**config.mk**
```make
export PLATFORM = sky130hd
export DESIGN_NAME = mosi_line_ctrl
export DESIGN_NICKNAME = d
export VERILOG_FILES = /design/src/rtl/mosi_pkg.sv /design/src/rtl/mosi_snoop_rules.sv /design/src/rtl/mosi_cpu_rules.sv /design/src/rtl/mosi_line_ctrl.sv
export SDC_FILE = /design/constraint.sdc
export NUM_CORES = 1
export LEC_CHECK = 0
export BUFFER_PORTS_ARGS = -buffer_cell sky130_fd_sc_hd__buf_4
export CORE_AREA = 2 2 39 41
export DETAILED_ROUTE_END_ITERATION = 12
export DIE_AREA = 0 0 41 43
export GPL_TIMING_DRIVEN = 0
export SETUP_SLACK_MARGIN = 0.5
export SYNTH_ARGS = -nofsm -noshare
export SYNTH_HDL_FRONTEND = slang
export SYNTH_SLANG_ARGS = --single-unit
```
**constraint.sdc**
```tcl
create_clock -name clk -period 3.4 [get_ports clk]
set_input_delay 0.17 -clock clk [delete_from_list [all_inputs] [get_ports clk]]
set_output_delay 0.17 -clock clk [all_outputs]
set_load 0.02 [all_outputs]
```
**src/rtl/mosi_pkg.sv**
```systemverilog
package mosi_pkg;

    typedef enum logic [1:0] {
        LN_INV = 2'd0,
        LN_SHR = 2'd1,
        LN_OWN = 2'd2,
        LN_MOD = 2'd3
    } line_st_t;

    typedef enum logic [1:0] {
        OP_READ  = 2'd0,
        OP_WRITE = 2'd1,
        OP_EVICT = 2'd2,
        OP_RSVD  = 2'd3
    } cpu_op_t;

    typedef enum logic [1:0] {
        SN_NONE = 2'd0,
        SN_RD   = 2'd1,
        SN_RDX  = 2'd2,
        SN_INV  = 2'd3
    } snoop_t;

    typedef enum logic [2:0] {
        BC_NONE   = 3'd0,
        BC_RD     = 3'd1,
        BC_RDX    = 3'd2,
        BC_INV    = 3'd3,
        BC_SUPPLY = 3'd4,
        BC_WB     = 3'd5
    } bus_cmd_t;

    localparam int ST_W  = $bits(line_st_t);
    localparam int OP_W  = $bits(cpu_op_t);
    localparam int SN_W  = $bits(snoop_t);
    localparam int CMD_W = $bits(bus_cmd_t);

    typedef struct packed {
        line_st_t nxt;
        bus_cmd_t cmd;
    } xition_t;

endpackage

```
**src/rtl/mosi_snoop_rules.sv**
```systemverilog
module mosi_snoop_rules
    import mosi_pkg::*;
(
    input  line_st_t cur,
    input  snoop_t   sn,
    output xition_t  res
);
    always_comb begin
        res.nxt = cur;
        res.cmd = BC_NONE;
        unique case (cur)
            LN_INV: begin
                res.nxt = LN_INV;
            end
            LN_SHR: begin
                if (sn == SN_RDX || sn == SN_INV) begin
                    res.nxt = LN_INV;
                end
            end
            LN_MOD: begin
                unique case (sn)
                    SN_RD:   begin res.nxt = LN_OWN; res.cmd = BC_SUPPLY; end
                    SN_RDX:  begin res.nxt = LN_INV; res.cmd = BC_SUPPLY; end
                    SN_INV:  begin res.nxt = LN_INV; res.cmd = BC_WB;     end
                    default: begin res.nxt = LN_MOD; end
                endcase
            end
            LN_OWN: begin
                unique case (sn)
                    SN_RD:   begin res.nxt = LN_OWN; res.cmd = BC_SUPPLY; end
                    SN_RDX:  begin res.nxt = LN_INV; res.cmd = BC_SUPPLY; end
                    SN_INV:  begin res.nxt = LN_INV; res.cmd = BC_WB;     end
                    default: begin res.nxt = LN_OWN; end
                endcase
            end
            default: begin
                res.nxt = LN_INV;
            end
        endcase
    end
endmodule

```
**src/rtl/mosi_cpu_rules.sv**
```systemverilog
module mosi_cpu_rules
    import mosi_pkg::*;
(
    input  line_st_t cur,
    input  cpu_op_t  op,
    output xition_t  res
);
    always_comb begin
        res.nxt = cur;
        res.cmd = BC_NONE;
        unique case (cur)
            LN_INV: begin
                unique case (op)
                    OP_WRITE: begin res.nxt = LN_MOD; res.cmd = BC_RDX; end
                    OP_EVICT: begin res.nxt = LN_INV; end
                    default:  begin res.nxt = LN_SHR; res.cmd = BC_RD;  end
                endcase
            end
            LN_SHR: begin
                unique case (op)
                    OP_WRITE: begin res.nxt = LN_MOD; res.cmd = BC_INV; end
                    OP_EVICT: begin res.nxt = LN_INV; end
                    default:  begin res.nxt = LN_SHR; end
                endcase
            end
            LN_OWN: begin
                unique case (op)
                    OP_WRITE: begin res.nxt = LN_MOD; res.cmd = BC_INV; end
                    OP_EVICT: begin res.nxt = LN_INV; res.cmd = BC_WB;  end
                    default:  begin res.nxt = LN_OWN; end
                endcase
            end
            LN_MOD: begin
                unique case (op)
                    OP_EVICT: begin res.nxt = LN_INV; res.cmd = BC_WB; end
                    default:  begin res.nxt = LN_MOD; end
                endcase
            end
            default: begin
                res.nxt = LN_INV;
            end
        endcase
    end
endmodule

```
**src/rtl/mosi_line_ctrl.sv**
```systemverilog
module mosi_line_ctrl
    import mosi_pkg::*;
(
    input  logic             clk,
    input  logic             rst_n,
    input  logic             cpu_valid,
    input  logic [OP_W-1:0]  cpu_op,
    output logic             cpu_done,
    input  logic             snp_valid,
    input  logic [SN_W-1:0]  snp_cmd,
    input  logic             bus_grant,
    output logic             bus_req,
    output logic [CMD_W-1:0] bus_cmd,
    output logic [ST_W-1:0]  line_state
);
    line_st_t state_q, state_d;
    xition_t  sn_res, cpu_res;
    line_st_t view_st;
    logic     snoop_act, snoop_needs_bus, snoop_commit;
    bus_cmd_t cmd_d;

    assign snoop_act       = snp_valid && (snoop_t'(snp_cmd) != SN_NONE);
    assign snoop_needs_bus = snoop_act && (sn_res.cmd != BC_NONE);
    assign snoop_commit    = snoop_act && (!snoop_needs_bus || bus_grant);
    // processor request is judged against the post-snoop state
    assign view_st         = snoop_act ? sn_res.nxt : state_q;

    mosi_snoop_rules u_snoop (
        .cur (state_q),
        .sn  (snoop_t'(snp_cmd)),
        .res (sn_res)
    );

    mosi_cpu_rules u_cpu (
        .cur (view_st),
        .op  (cpu_op_t'(cpu_op)),
        .res (cpu_res)
    );

    // state register
    always_ff @(posedge clk) begin
        if (!rst_n) begin
            state_q <= LN_INV;
        end else begin
            state_q <= state_d;
        end
    end

    // outputs and next state
    always_comb begin
        bus_req  = 1'b0;
        cmd_d    = BC_NONE;
        cpu_done = 1'b0;
        state_d  = snoop_commit ? sn_res.nxt : state_q;
        if (snoop_needs_bus) begin
            bus_req = 1'b1;
            cmd_d   = sn_res.cmd;
            if (bus_grant && cpu_valid && cpu_res.cmd == BC_NONE) begin
                cpu_done = 1'b1;
            end
        end else if (cpu_valid) begin
            if (cpu_res.cmd != BC_NONE) begin
                bus_req  = 1'b1;
                cmd_d    = cpu_res.cmd;
                cpu_done = bus_grant;
            end else begin
                cpu_done = 1'b1;
            end
        end
        if (cpu_done) begin
            state_d = cpu_res.nxt;
        end
    end

    assign bus_cmd    = cmd_d;
    assign line_state = state_q;

endmodule

```
==> results of run 1 <==
## area by class of cell
| type | count | area, sq um | area share |
|---|---|---|---|
| flip-flops and latches | 2 | 40.04 | 0.07339 |
| well taps | 16 | 20.02 | 0.03670 |
| multi-input cells | 47 | 330.3 | 0.6055 |
| plain buffers | 1 | 5.005 | 0.009174 |
| inverters | 4 | 15.01 | 0.02752 |
| repair buffers | 15 | 112.6 | 0.2064 |
| clock buffers | 3 | 22.52 | 0.04128 |
## cell usage in the layout, fill, tap and decap left out, types with 2 or more instances in the layout
cell type | synthesis | final
buf_4 | 0 | 15
nand2_1 | 7 | 7
inv_1 | 3 | 3
a21oi_1 | 3 | 3
nor2b_1 | 3 | 3
nor2_1 | 3 | 3
ha_1 | 3 | 3
clkbuf_4 | 0 | 3
o21ai_0 | 2 | 2
mux2i_1 | 2 | 2
dfxtp_1 | 2 | 2
## logic make-up after synthesis
family,count (synthesis),share of synthesized area
AOI/OAI and AO/OA,20,0.4007
adders and majority gates,3,0.09616
buffers and inverters,5,0.05126
DFF,2,0.1026
muxes,2,0.05128
and+or+nand+nor,22,0.2981
## power breakdown
part / internal (mW) / switching, mW
logic: 0.0410 / 0.0495
clock network: 0.0388 / 0.0118
registers: 0.0264 / 0.00433
total: 0.106 / 0.0657
## metal layers
| layer | part of all wire | wire (microns) | global-route usage | up-vias |
|---|---|---|---|---|
| met5 | 0 | 0 | 0 | - |
| met3 | 0.050 | 51 | 0 | 0 |
| li1 | - | - | - | 250 |
| met2 | 0.46 | 467 | 0.1750 | 10 |
| met4 | 0 | 0 | 0.02000 | 0 |
| met1 | 0.49 | 501 | 0.1592 | 217 |
## per-stage QoR
stage                       util  setup slack [ps]
after global placement    0.3779              1405
after CTS                 0.3942              1353
after global routing      0.3942              1251
final                     0.3942              1352
after floorplan                -              1637
after detailed placement  0.3779              1451
## final timing paths
kind | start | end | slack, ps | cells after the start
setup / recovery | line_state[1] | cpu_done | 1350 | 5
hold / removal | rst_n | line_state[0] | 230 | 3
setup reg to reg | line_state[1] | line_state[0] | 1650 | 5
hold reg to reg | line_state[0] | line_state[0] | 610 | 2
## critical path, stage by stage (launching register included)
cell,delay (ps)
dfxtp_1,390
a21boi_1,430
nor2_1,100
a221oi_2,410
a21oi_2,140
buf_4,180
==> summary.txt, run 1 <==
Status = finished clean
Placed cell area = 523.0 sq um
CTS Hold Buffers Added = 0
Detailed Routing Iterations Pass 1 = 4
All-Layer GR Usage = 0.1091
Largest net degree at the start of global routing = 11
TNS Setup = 0 ps
Core box area = 0.001384 sq mm
WL final = 1020 microns
First-pass GRT wire length = 1455 microns
Final min period = 2048 ps
Register area share after synthesis = 0.1026
Layout cells sized above 1 = 0.3056
Final hold vios = 0
Gate Count Post-Synth = 54
Cts repair resizes = 0
Count leader, synth = nand2_1
Fmax = 0.4883 GHz
Wire length per cell = 11.59 microns
Synth top area share = 0.1026
Crit end category = primary output
Final Instance Area = 545.5 sq um
Final std cells w/o fill = 88
DR vias = 477
Vias in the first global route = 364
Cell Rows = 14
PD cells = 315.2 mW/mm^2
Clock latency on the worst-skew pair = 220 ps
Synth area leader = dfxtp_1
H-tree depth = 1
Crit share post-route = 0.6023
Initial antenna violation count = 0
Clk sinks = 2
Vias per cell = 5.420
Clk root buf = clkbuf_4
Setup bufs post-CTS = 0
FILL cells = 156
Slew of the pin with the lowest slew margin = 510.5 ps
Synth Register Bits = 2
Fin nets = 86
Count of max-cap constraint violations = 0
Worst Skew = 3.441 ps
Worst setup SP type = register
Leakage Power = 0.2657 nW
Overall power = 171.9 uW
Syn_nets = 66
Post-DRT Antenna Nets = 0
Die Wd = 41 microns
Fin Hold WS = 229.8 ps
Crit Path Max Fanout = 7
Setup violators final = 0
Crit Path Class = register to primary output
Synth async-reset ratio = 0
Max-slew headroom = 0.6509
Total die area = 0.001763 sq mm
Total of warnings raised by yosys = 0
Ys flop type = dfxtp_1
Synth unique cells = 35
Syn_area_per_cell = 7.229 sq um
TritonCTS buffer count = 3
Ant diodes = 0
I/O Buffers = 15
CTS tree = built
Final HPWL DP = 801.4 microns
HP Class = input port to register
Slew Viols, Final = 0
Placer Congestion = 0.7257
# IOs = 16
Largest cells by area after synthesis = dfxtp_1, ha_1, nand2_1
Unrepaired setup endpoints after global routing = no
Maximum root-to-sink buffer count = 2
Cell Area, Synth = 390.4 sq um
Crit path required time = 3230 ps
Clock slew at reported path FFs = 30 ps
Worst path arrival time = 1880 ps
EDFF count, synth = 0
Total grt overflow = 0
DRC Markers = 0
Initial core utilization = 0.2821
DRT iter0 DRCs = 13
Max reg flops = 2
Area grow syn2layout = 39.74%
Inst Count DP = 85
Worst VDD drop = 0.1800 mV
Die H = 43 microns
Note: power is estimated with default switching activity, not from simulation.
==> run 2, diff against run 1 <==
--- a/config.mk
+++ b/config.mk
@@ -5,6 +5,7 @@
 export SDC_FILE = /design/constraint.sdc
 export NUM_CORES = 1
 export LEC_CHECK = 0
+export ABC_AREA = 1
 export BUFFER_PORTS_ARGS = -buffer_cell sky130_fd_sc_hd__buf_4
 export CORE_AREA = 2 2 39 41
 export DETAILED_ROUTE_END_ITERATION = 12
==> constraint.sdc (replaced) <==
create_clock -name clk -period 1.85 [get_ports clk]
set_input_delay 0.0925 -clock clk [delete_from_list [all_inputs] [get_ports clk]]
set_output_delay 0.0925 -clock clk [all_outputs]
set_load 0.02 [all_outputs]
==> summary.txt, run 2 <==
Status = finished clean (unchanged)
Worst path arrival time = 1490 ps (was 1880 ps)
Switch Pwr = 144.6 uW (was 65.66 uW)
Crit share post-route = 0.8542
Final HPWL DP = 672.7 microns (was 801.4 microns)
Synth unique cells = 22 (was 35)
Total of warnings raised by yosys = 0 (unchanged)
Clock network fraction of design power = 0.265 (was 0.294)
Clk sinks = 2 (unchanged)
Internal power = 220.4 uW (was 106.3 uW)
Layout cells sized above 1 = 0.5765 (was 0.3056)
Sw frac = 0.3962 (was 0.3819)
Syn_nets = 72 (was 66)
Max-slew headroom = 0.7150 (was 0.6509)
Placer Congestion = 0.7997 (was 0.7257)
Cell Rows = 14 (unchanged)
Crit Path Max Fanout = 7 (unchanged)
Setup violators final = 0 (unchanged)
Gate Count Post-Synth = 60 (was 54)
Final min period = 1580 ps
Worst VDD drop = 0.1929 mV (was 0.1800 mV)
Synth Register Bits = 2 (unchanged)
Die Wd = 41 microns (unchanged)
TritonCTS buffer count = 3 (unchanged)
Cell Area, Synth = 377.9 sq um (was 390.4 sq um)
Synth area leader = nand2_1 (was dfxtp_1)
Register area share after synthesis = 0.1060 (was 0.1026)
Multi-input logic area = 342.8 sq um (was 330.3 sq um)
CP bufs+invs = 4 (was 1)
CTS tree = built (unchanged)
First-pass GRT wire length = 1435 microns (was 1455 microns)
Final std cells w/o fill = 101 (was 88)
Ys flop type = dfxtp_1 (unchanged)
Slew of the pin with the lowest slew margin = 422.1 ps (was 510.5 ps)
Largest net degree at the start of global routing = 8 (was 11)
Crit path max-delay family = simple AND/OR/NAND/NOR gates (was compound AO/OA/AOI/OAI gates)
Clock latency on the worst-skew pair = 230 ps (was 220 ps)
Fin nets = 99 (was 86)
I/O Buffers = 15 (unchanged)
Clock slew at reported path FFs = 40 ps (was 30 ps)
Hold Crit Depth = 3 (unchanged)
Wire length per cell = 10.13 microns (was 11.59 microns)
Worst Skew = 11.33 ps (was 3.441 ps)
Final hold vios = 0 (unchanged)
WL final = 1023 microns (was 1020 microns)
Synth cell count leaders = nand2_1, inv_1, nand3_1
Worst setup SP type = register (unchanged)
Post-DRT Antenna Nets = 0 (unchanged)
Detailed Routing Iterations Pass 1 = 4 (unchanged)
Worst reg-to-reg setup slack = 330 ps (was 1650 ps)
Area grow syn2layout = 73.51% (was 39.74%)
Hold EP = line_state[0] (unchanged)
Total die area = 0.001763 sq mm (unchanged)
DRC Markers = 0 (unchanged)
Reg2reg path depth = 14 (was 5)
Slowest CP cell = dfxtp_2 (was a21boi_1)
H-tree depth = 1 (unchanged)
Syn_area_per_cell = 6.298 sq um (was 7.229 sq um)
Vias per cell = 4.574 (was 5.420)
Initial antenna violation count = 0 (unchanged)
TNS Setup = 0 ps (unchanged)
Unrepaired setup endpoints after global routing = yes (was no)
Inst Count DP = 91 (was 85)
CTS Hold Buffers Added = 0 (unchanged)
# IOs = 16 (unchanged)
CP peak stage delay = 320 ps (was 430 ps)
Commonest non-fill, non-tap cell in the layout = buf_4 (unchanged)
Crit Path Class = register to primary output (unchanged)
Ant diodes = 0 (unchanged)
Largest cells by area after synthesis = nand2_1, dfxtp_1, ha_1 (was dfxtp_1, ha_1, nand2_1)
Count leader, synth = nand2_1 (unchanged)
Min-delay src = rst_n (unchanged)
Highest-count cells in the layout ignoring fill and taps = buf_4, nand2_1, inv_1 (was buf_4, nand2_1)
Slew Viols, Final = 0 (unchanged)
Reg area = 41.29 sq um (was 40.04 sq um)
FILL cells = 144 (was 156)
RR Endpoint = line_state[0] (unchanged)
DR vias = 462 (was 477)
Critical path, cell by cell = buf_8 > nand3_4 > inv_2 > nor2_4 > nand2_1 > nand3_2 > nand2_2 > nand2_2 > nand2_2 > nand2_2 > inv_2 > buf_6 (was a21boi_1 > nor2_1 > a221oi_2 > a21oi_2 > buf_4)
Max reg flops = 2 (unchanged)
Sequential Power Share = 0.152 (was 0.179)
Count of max-cap constraint violations = 0 (unchanged)
CP dominant cell by count = nand2_2
DRT iter0 DRCs = 8 (was 13)
Clk root buf = clkbuf_4 (unchanged)
Die H = 43 microns (unchanged)
Maximum root-to-sink buffer count = 2 (unchanged)
Synth async-reset ratio = 0 (unchanged)
Crit path depth = 12 (was 5)
Vias in the first global route = 374 (was 364)
Fmax = 0.6328 GHz
Crit path required time = 1760 ps (was 3230 ps)
PD cells = 556.7 mW/mm^2 (was 315.2 mW/mm^2)
HP Class = input port to register (unchanged)
Initial core utilization = 0.2731 (was 0.2821)
Comb power frac = 0.582 (was 0.527)
Total grt overflow = 0 (unchanged)
RR Startpoint = line_state[1] (unchanged)
EDFF count, synth = 0 (unchanged)
Synth top area share = 0.1788 (was 0.1026)
Crit end category = primary output (unchanged)
All-Layer GR Usage = 0.1141 (was 0.1091)
Leakage Power = 0.3501 nW (was 0.2657 nW)
Core box area = 0.001384 sq mm (unchanged)
## run 2: changes by cell type in the layout (fill, tap and decap cells not counted), moves of 4 or more
| cell | change |
|---|---|
| buf_6 | +4 |
| nand2_2 | +5 |
| nor2_2 | +4 |
| nand2_1 | +8 |
## run 2: final cells by class
| class | count | area share |
|---|---|---|
| clock buffers | 3 | 0.03435 |
| well taps | 16 | 0.03053 |
| repair buffers | 22 | 0.2748 |
| flip-flops and latches | 2 | 0.06298 |
| inverters | 9 | 0.05153 |
| plain buffers | 1 | 0.02290 |
| multi-input cells | 48 | 0.5229 |
## run 2: worst reg2reg max path, stage by stage (launching register included)
cell and delay (ps):
dfxtp_2 320, buf_8 140, nand3_4 60, inv_2 40, nor2_4 110, nand2_1 80
nand3_2 70, nand2_2 70, nand2_2 70, nand2_2 50, nand2_2 80, buf_4 140
nand2_1 50, nand2_1 70, nor2_2 30
## run 2: per-stage QoR
stage | setup slack (ps) | hold slack [ps] | utilization | total power [mW] | cell area (sq um)
after floorplan | 505.2 | 219.8 | - | 0.1575 | 379.1
after global placement | 446.4 | 332.7 | 0.3698 | 0.2125 | 511.7
after detailed placement | 438.4 | 331.9 | 0.3698 | 0.2133 | 511.7
after CTS | 230.5 | 111.2 | 0.4114 | 0.3316 | 569.3
after global routing | 188.1 | 139.8 | 0.4738 | 0.3918 | 655.6
final | 269.7 | 115.1 | 0.4738 | 0.3650 | 655.6
## run 2: worst max-delay path by stage
| stage | from | endpoint | slack [ps] |
|---|---|---|---|
| 2_1_floorplan | line_state[0] | line_state[1] | 510 |
| 3_3_place_gp | line_state[1] | cpu_done | 450 |
| 4_1_cts | line_state[1] | cpu_done | 230 |
| 5_1_grt | line_state[1] | cpu_done | 190 |
| 6_report | line_state[1] | cpu_done | 270 |
| 3_5_place_dp | line_state[1] | line_state[1] | 440 |
## run 2: what timing repair did
item,CTS,global route
setup buffers,3,4
gates resized for setup,5,13
endpoints found under the setup margin,6,6
pin swaps,6,10
## run 2: cell families (layout without fill, tap and decap cells)
logic type / Yosys count / after routing / synth area share
and+or+nand+nor: 37 / 37 / 0.5232
buffers and inverters: 10 / 35 / 0.1192
AOI/OAI and AO/OA: 8 / 8 / 0.1523
adders and majority gates: 3 / 3 / 0.09935
DFF: 2 / 2 / 0.1060
## run 2: metal layers
layer,global-route usage,share of wire,vias to the layer above
li1,-,-,245
met5,0,0,-
met2,0.1844,0.56,6
met3,0.01571,0.023,0
met4,0.02000,0,0
met1,0.1561,0.42,211
## run 2: power by group through the flow
| stage | combinational, mW | sequential [mW] | clock [mW] |
|---|---|---|---|
| final | 0.213 | 0.0556 | 0.0968 |
| after floorplan | 0.0972 | 0.0603 | 0 |
| after detailed placement | 0.159 | 0.0546 | 0 |
| after global placement | 0.158 | 0.0546 | 0 |
| after global routing | 0.229 | 0.0565 | 0.107 |
| after CTS | 0.178 | 0.0544 | 0.0997 |
